<file path="src/rtl/regkey_pkg.sv">
package regkey_pkg;

  // Strobes from the control path to the storage path.
  typedef struct packed {
    logic store;  // write the addressed word
    logic load;   // capture the addressed word onto rdData
  } ctrlStrobes_t;

endpackage

</file>
<file path="src/rtl/regkey_ctrl.sv">
module regkey_ctrl
  import regkey_pkg::*;
#(
  parameter int NUM_REGS = 32,
  parameter int DATA_W = 32,
  parameter int LOCK_IDX = 31,
  parameter logic [DATA_W-1:0] KEY = 32'h0000_00AA,
  parameter logic [NUM_REGS-1:0] PROT_MASK = 32'h8000_82FF,
  localparam int IDX_W = $clog2(NUM_REGS)
) (
  input  logic              clk,
  input  logic              rstN,
  input  logic              wrEn,
  input  logic              rdEn,
  input  logic [IDX_W-1:0]  wordAddr,
  input  logic [DATA_W-1:0] wrData,
  output ctrlStrobes_t      strobes,
  output logic              unlocked,
  output logic              wrDropped
);

  logic access;
  logic isLock;
  logic isGuarded;
  logic keyWrite;
  logic dropNow;
  logic unlockedNext;

  always_comb begin
    access    = wrEn | rdEn;
    isLock    = (wordAddr == IDX_W'(LOCK_IDX));
    isGuarded = PROT_MASK[wordAddr];
    keyWrite  = wrEn & isLock & (wrData == KEY);
    dropNow   = wrEn & ~isLock & isGuarded & ~unlocked;

    strobes.store = wrEn & ~isLock & (~isGuarded | unlocked);
    strobes.load  = rdEn;

    if (keyWrite)    unlockedNext = 1'b1;
    else if (access) unlockedNext = 1'b0;
    else             unlockedNext = unlocked;
  end

  always_ff @(posedge clk) begin
    if (!rstN) begin
      unlocked  <= 1'b0;
      wrDropped <= 1'b0;
    end else begin
      unlocked  <= unlockedNext;
      wrDropped <= dropNow;
    end
  end

  // The block unlocks only through a key write to the lock word.
  p_unlock_by_key_r3: assert property (@(posedge clk) disable iff (!rstN)
    $rose(unlocked) |-> $past(wrEn && (wordAddr == IDX_W'(LOCK_IDX)) && (wrData == KEY)));

  // A bad key written to the lock word never leaves the block unlocked.
  p_bad_key_locks_r4: assert property (@(posedge clk) disable iff (!rstN)
    (wrEn && (wordAddr == IDX_W'(LOCK_IDX)) && (wrData != KEY)) |=> !unlocked);

  // Any access other than a key write uses up the unlock.
  p_single_shot_r7: assert property (@(posedge clk) disable iff (!rstN)
    (unlocked && (wrEn || rdEn) && !(wrEn && (wordAddr == IDX_W'(LOCK_IDX)) && (wrData == KEY)))
      |=> !unlocked);

  // Idle cycles keep the lock state.
  p_idle_hold_r8: assert property (@(posedge clk) disable iff (!rstN)
    !(wrEn || rdEn) |=> $stable(unlocked));

  // A drop pulse follows a write made while the block was locked.
  p_drop_when_locked_r6: assert property (@(posedge clk) disable iff (!rstN)
    wrDropped |-> $past(!unlocked && wrEn));

endmodule

</file>
<file path="src/rtl/regkey_dp.sv">
module regkey_dp
  import regkey_pkg::*;
#(
  parameter int NUM_REGS = 32,
  parameter int DATA_W = 32,
  parameter int LOCK_IDX = 31,
  parameter logic [NUM_REGS-1:0] PROT_MASK = 32'h8000_82FF,
  localparam int IDX_W = $clog2(NUM_REGS)
) (
  input  logic              clk,
  input  logic              rstN,
  input  ctrlStrobes_t      strobes,
  input  logic              unlocked,
  input  logic [IDX_W-1:0]  wordAddr,
  input  logic [DATA_W-1:0] wrData,
  output logic [DATA_W-1:0] rdData
);

  logic [DATA_W-1:0] regQ [NUM_REGS];
  logic [DATA_W-1:0] rdMux;

  for (genvar gi = 0; gi < NUM_REGS; gi++) begin : g_word
    if (gi == LOCK_IDX) begin : g_lock
      assign regQ[gi] = '0;
    end else begin : g_store
      always_ff @(posedge clk) begin
        if (!rstN)
          regQ[gi] <= '0;
        else if (strobes.store && (wordAddr == IDX_W'(gi)))
          regQ[gi] <= wrData;
      end
      if (PROT_MASK[gi]) begin : g_guard
        // A guarded word never changes while the block is locked.
        p_locked_hold_r6: assert property (@(posedge clk) disable iff (!rstN)
          !unlocked |=> $stable(regQ[gi]));
      end
    end
  end

  always_comb begin
    if (wordAddr == IDX_W'(LOCK_IDX))
      rdMux = {{(DATA_W-1){1'b0}}, unlocked};
    else
      rdMux = regQ[wordAddr];
  end

  always_ff @(posedge clk) begin
    if (!rstN)
      rdData <= '0;
    else if (strobes.load)
      rdData <= rdMux;
  end

  // Read data holds between reads.
  p_rd_hold_r9: assert property (@(posedge clk) disable iff (!rstN)
    !strobes.load |=> $stable(rdData));

endmodule

</file>
<file path="src/rtl/regkey_top.sv">
module regkey_top
  import regkey_pkg::*;
#(
  parameter int NUM_REGS = 32,
  parameter int DATA_W = 32,
  parameter int LOCK_IDX = 31,
  parameter logic [DATA_W-1:0] KEY = 32'h0000_00AA,
  parameter logic [NUM_REGS-1:0] PROT_MASK = 32'h8000_82FF,
  localparam int IDX_W = $clog2(NUM_REGS)
) (
  input  logic              clk,
  input  logic              rstN,
  input  logic [IDX_W-1:0]  wordAddr,
  input  logic [DATA_W-1:0] wrData,
  input  logic              wrEn,
  input  logic              rdEn,
  output logic [DATA_W-1:0] rdData,
  output logic              wrDropped
);

  ctrlStrobes_t strobes;
  logic         unlocked;

  regkey_ctrl #(
    .NUM_REGS(NUM_REGS), .DATA_W(DATA_W), .LOCK_IDX(LOCK_IDX),
    .KEY(KEY), .PROT_MASK(PROT_MASK)
  ) u_ctrl (
    .clk(clk), .rstN(rstN), .wrEn(wrEn), .rdEn(rdEn),
    .wordAddr(wordAddr), .wrData(wrData),
    .strobes(strobes), .unlocked(unlocked), .wrDropped(wrDropped)
  );

  regkey_dp #(
    .NUM_REGS(NUM_REGS), .DATA_W(DATA_W), .LOCK_IDX(LOCK_IDX),
    .PROT_MASK(PROT_MASK)
  ) u_dp (
    .clk(clk), .rstN(rstN), .strobes(strobes), .unlocked(unlocked),
    .wordAddr(wordAddr), .wrData(wrData), .rdData(rdData)
  );

endmodule

</file>
<file path="config.mk">
export PLATFORM = sky130hd
export DESIGN_NAME = regkey_top
export DESIGN_NICKNAME = d
export VERILOG_FILES = /design/src/rtl/regkey_pkg.sv /design/src/rtl/regkey_ctrl.sv /design/src/rtl/regkey_dp.sv /design/src/rtl/regkey_top.sv
export SDC_FILE = /design/constraint.sdc
export NUM_CORES = 2
export LEC_CHECK = 0
export BUFFER_PORTS_ARGS = -buffer_cell sky130_fd_sc_hd__buf_2
export CAP_MARGIN = 10
export CORE_ASPECT_RATIO = 0.5
export CORE_UTILIZATION = 64
export DETAILED_ROUTE_END_ITERATION = 6
export PLACE_DENSITY_LB_ADDON = 0.05
export SYNTH_ARGS = -nofsm -noshare
export SYNTH_HDL_FRONTEND = slang
export SYNTH_SLANG_ARGS = --single-unit
</file>
<file path="constraint.sdc">
create_clock -name clk -period 4.1 [get_ports clk]
set_input_delay 0.82 -clock clk [delete_from_list [all_inputs] [get_ports clk]]
set_output_delay 0.82 -clock clk [all_outputs]
set_load 0.02 [all_outputs]
</file>
==> results.md <==
• finished clean — run status
• 1026 — flop and latch count out of synthesis
• 20.31 mW — overall power
• 44.38% — fraction of the yosys area taken by sequential cells
• 27.07 ps — worst clock skew
• u_dp.rdData[28]$_SDFFE_PN0P_ — reg2reg end
• 1760 ps — setup slack of the most critical reg-to-reg path
• 303 — maximum number of pins on one net before global-route repair
• 382.3 µm — Die Wd
• input pin — sort of element at the start of the critical path
• 0 — CTS hold repair buffers
• 3 — clk buf depth
• 328.7 MHz — maximum achievable frequency
• 71220 µm² — placeable core region
• 4600 ps — required time of the critical path
• 7 — first-pass detailed-route iteration total
• 73450 µm² — Die Outline Area
• 5892 — DRT iter0 DRCs
• 88 — number of buffers inserted during clock tree synthesis
• buf_8 -> buf_4 -> mux4_2 -> nand2_1 -> a21oi_1 -> a2111oi_0 -> a211oi_1 — cell breakdown of the critical path
• 8.600 µm² — average footprint of a synthesized cell
• u_dp.rdData[2]$_SDFFE_PN0P_ — Worst Setup EP
• 8.793% — area grow syn2layout
• 3 — number of levels in the clock H-tree
• 64 — unique cell type count in the Yosys netlist
• 74 — top-level port count
• 601.4 ps — placement-stage worst setup slack
• 46 — crit path max fanout
• 69 — number of cell rows
• flop to flop — Hold Path Class
• 192.1 µm — Die H
• a2111oi_0 — cell with the biggest individual delay on the critical path
• 25.28 µm — final routed wire length divided by cell count
• 0 — total of max-cap violations
• 0 — CTS resizes
• 700 ps — worst skew pair latency
• 92.79 mm — post-DP HPWL
• dfxtp_1 44%, nand2_1 17%, a21boi_0 14%, mux4_2 7.4%, mux2i_1 3.5% — Area contributors post-synth
• 234.3 mm — first-pass GRT wire length
• 1070 ps — slowest cell delay on critical path
• 6 — number of antenna violations at the first check in global routing
• 3540 ps — CP arrival
• 5381 — gate count of the mapped netlist
• 7 — instance count on the critical path
• wordAddr[0] — launching instance or port of the critical path
• 2075 x nand2_1, 1026 x dfxtp_1, 836 x a21boi_0 — cell types with the highest counts after synthesis
• 157.4 mm — Routed WL
• 0 — total setup buffers inserted after CTS
• 5546 — Layout fillers
• 1026 — number of clock sinks
• u_dp.regQ[156]$_SDFFE_PN0P_ — startpoint of the most critical register-to-register path
• 40288 — detailed-route via count
• 2 — worst path buffer plus inverter count
• 50350 µm² — Design Area, Final
• 37653 — vias in the first global route
• dfxtp_1 — leading area contributor after synthesis
• 6.470 — via density per instance
• 0 — number of hold-slack violations in the final timing report
• input pin to flop — category of the critical setup timing path
• 16.51 nW — static leakage power
• 73 — number of buffers added on ports
• 70 ps — Worst-path clk slew
• 0 — antenna viol nets, final
• 11.45% — layout cells sized above 1
• 1319 ps — Least-Margin Pin Slew
• 0.3238 mV — maximum vdd ir drop
• done — clock tree from TritonCTS
• 449.2 ps — smallest hold slack
• 74.20% — part of the cycle the worst path needs
• 0 — setup-violating endpoint count in the final report
• 0 — final global-route overflow total
• 9.796% — worst slew slack as a fraction of its limit
• 5 — number of cells traversed by the worst register-to-register path
• 5238 — number of nets in the finished design
• compound AO/OA/AOI/OAI gates — gate family responsible for the most delay along the worst path
• 403.4 nW/µm² — power density cells
• 0 ps — final sum of negative setup slack
• 0% — async set or reset register ratio after synthesis
• 1058 ps — worst setup margin
• 64.97% — initial core utilization
• 3042 ps — post-layout minimum cycle time
• 44.38% — top-area cell type share of the netlist area
• 47350 µm² — placement-stage cell area
• 46280 µm² — Post-Syn Area
• 0.9166 — final estimated routing congestion in global placement
• false — setup repair after global routing missed its margin
• 0 — Post-synth EDFFs
• 0 — DRC violations left
• 5422 — syn_nets
• dfxtp_1 — most frequently used flop master after synthesis
• flop — capturing element type of the critical path
• 42.38% — global routing usage summed across all routing layers
• 0 — number of warning messages in the yosys log
• nand2_1 — cell with the most instances after synthesis
• 0 — final count of pins violating max slew
• clkbuf_16 — CTS root buf
## state kept, by name, summed over array words and instances (netlist names)
register          flops
u_dp.regQ           992
u_dp.rdData          32
u_ctrl.unlocked       1
u_ctrl.wrDropped      1
## worst min-delay path: stages, from the launching register on
cell and delay [ps]:
dfxtp_1 310, nand2_1 50, a21boi_1 50
## logic make-up after synthesis
group,count (synthesis),synth area share [%]
mux,334,11.41
simple gates,2232,18.79
compound gates,1264,20.32
buf+inv,525,5.097
flops,1026,44.38
## cell type report
class | count | area [µm²] | area share (%)
antenna | 4 | 10.01 | 0.01988
clock buffer | 131 | 2557 | 5.080
clock inverter | 27 | 424.2 | 0.8425
inverter | 6 | 22.52 | 0.04473
multi-input combinational | 3830 | 23610 | 46.90
sequential | 1026 | 20540 | 40.80
tap | 958 | 1199 | 2.381
timing repair buffer | 245 | 1979 | 3.932
## placed cells by master (no fill, tap or decap), types with 11 or more instances in the layout
master | netlist | routed
nor2_1 | 49 | 34
nand3_1 | 33 | 25
a21boi_1 | 156 | 156
o21ai_0 | 33 | 33
o22ai_1 | 18 | 18
mux2_2 | 19 | 19
clkbuf_1 | 342 | 27
mux2i_1 | 162 | 162
o211ai_1 | 21 | 21
a2111oi_0 | 24 | 24
bufinv_16 | 0 | 11
a21boi_0 | 836 | 836
a21oi_1 | 45 | 45
dfxtp_1 | 1026 | 1026
a211oi_1 | 11 | 11
clkinv_2 | 0 | 12
buf_4 | 23 | 151
clkbuf_16 | 0 | 91
nand2_1 | 2075 | 2075
o221ai_1 | 26 | 26
buf_12 | 0 | 23
nor2_4 | 0 | 12
nor3_4 | 0 | 13
clkbuf_8 | 0 | 13
a22oi_1 | 37 | 37
buf_2 | 130 | 68
mux4_2 | 153 | 153
## worst min path at each step
stage                                startpoint                           to  slack (ps)  cells after the start
finish              u_dp.regQ[772]$_SDFFE_PN0P_  u_dp.regQ[772]$_SDFFE_PN0P_         450                      2
global route        u_dp.regQ[284]$_SDFFE_PN0P_  u_dp.regQ[284]$_SDFFE_PN0P_         470                      2
CTS                 u_dp.regQ[772]$_SDFFE_PN0P_  u_dp.regQ[772]$_SDFFE_PN0P_         450                      2
detailed placement  u_dp.regQ[772]$_SDFFE_PN0P_  u_dp.regQ[772]$_SDFFE_PN0P_         440                      2
global placement    u_dp.regQ[263]$_SDFFE_PN0P_  u_dp.regQ[263]$_SDFFE_PN0P_         440                      2
floorplan           u_dp.regQ[772]$_SDFFE_PN0P_  u_dp.regQ[772]$_SDFFE_PN0P_         430                      2
## per-stage QoR
step | cells | utilization [%]
2_1_floorplan | 5381 | -
3_3_place_gp | 6065 | 66.49
3_5_place_dp | 6065 | 66.49
4_1_cts | 6223 | 70.67
5_1_grt | 6226 | 70.68
6_report | 6227 | 70.69
## routing by layer
layer  up-vias  GRT usage, %  part of all wire (%)
li1      17718             -                     -
met1     19526         59.46                    40
met2      2602         61.94                    42
met3       440         11.08                    14
met4         2         17.46                   4.0
met5         -             0                0.0083
## where the power goes
group | internal [mW] | leakage, nW | total (mW) | switching [mW]
Clock | 5.01 | 1.46 | 8.89 | 3.88
Combinational | 0.423 | 6.78 | 1.36 | 0.935
Sequential | 10.0 | 8.27 | 10.1 | 0.0377
Power figures use the tool's default switching activity.
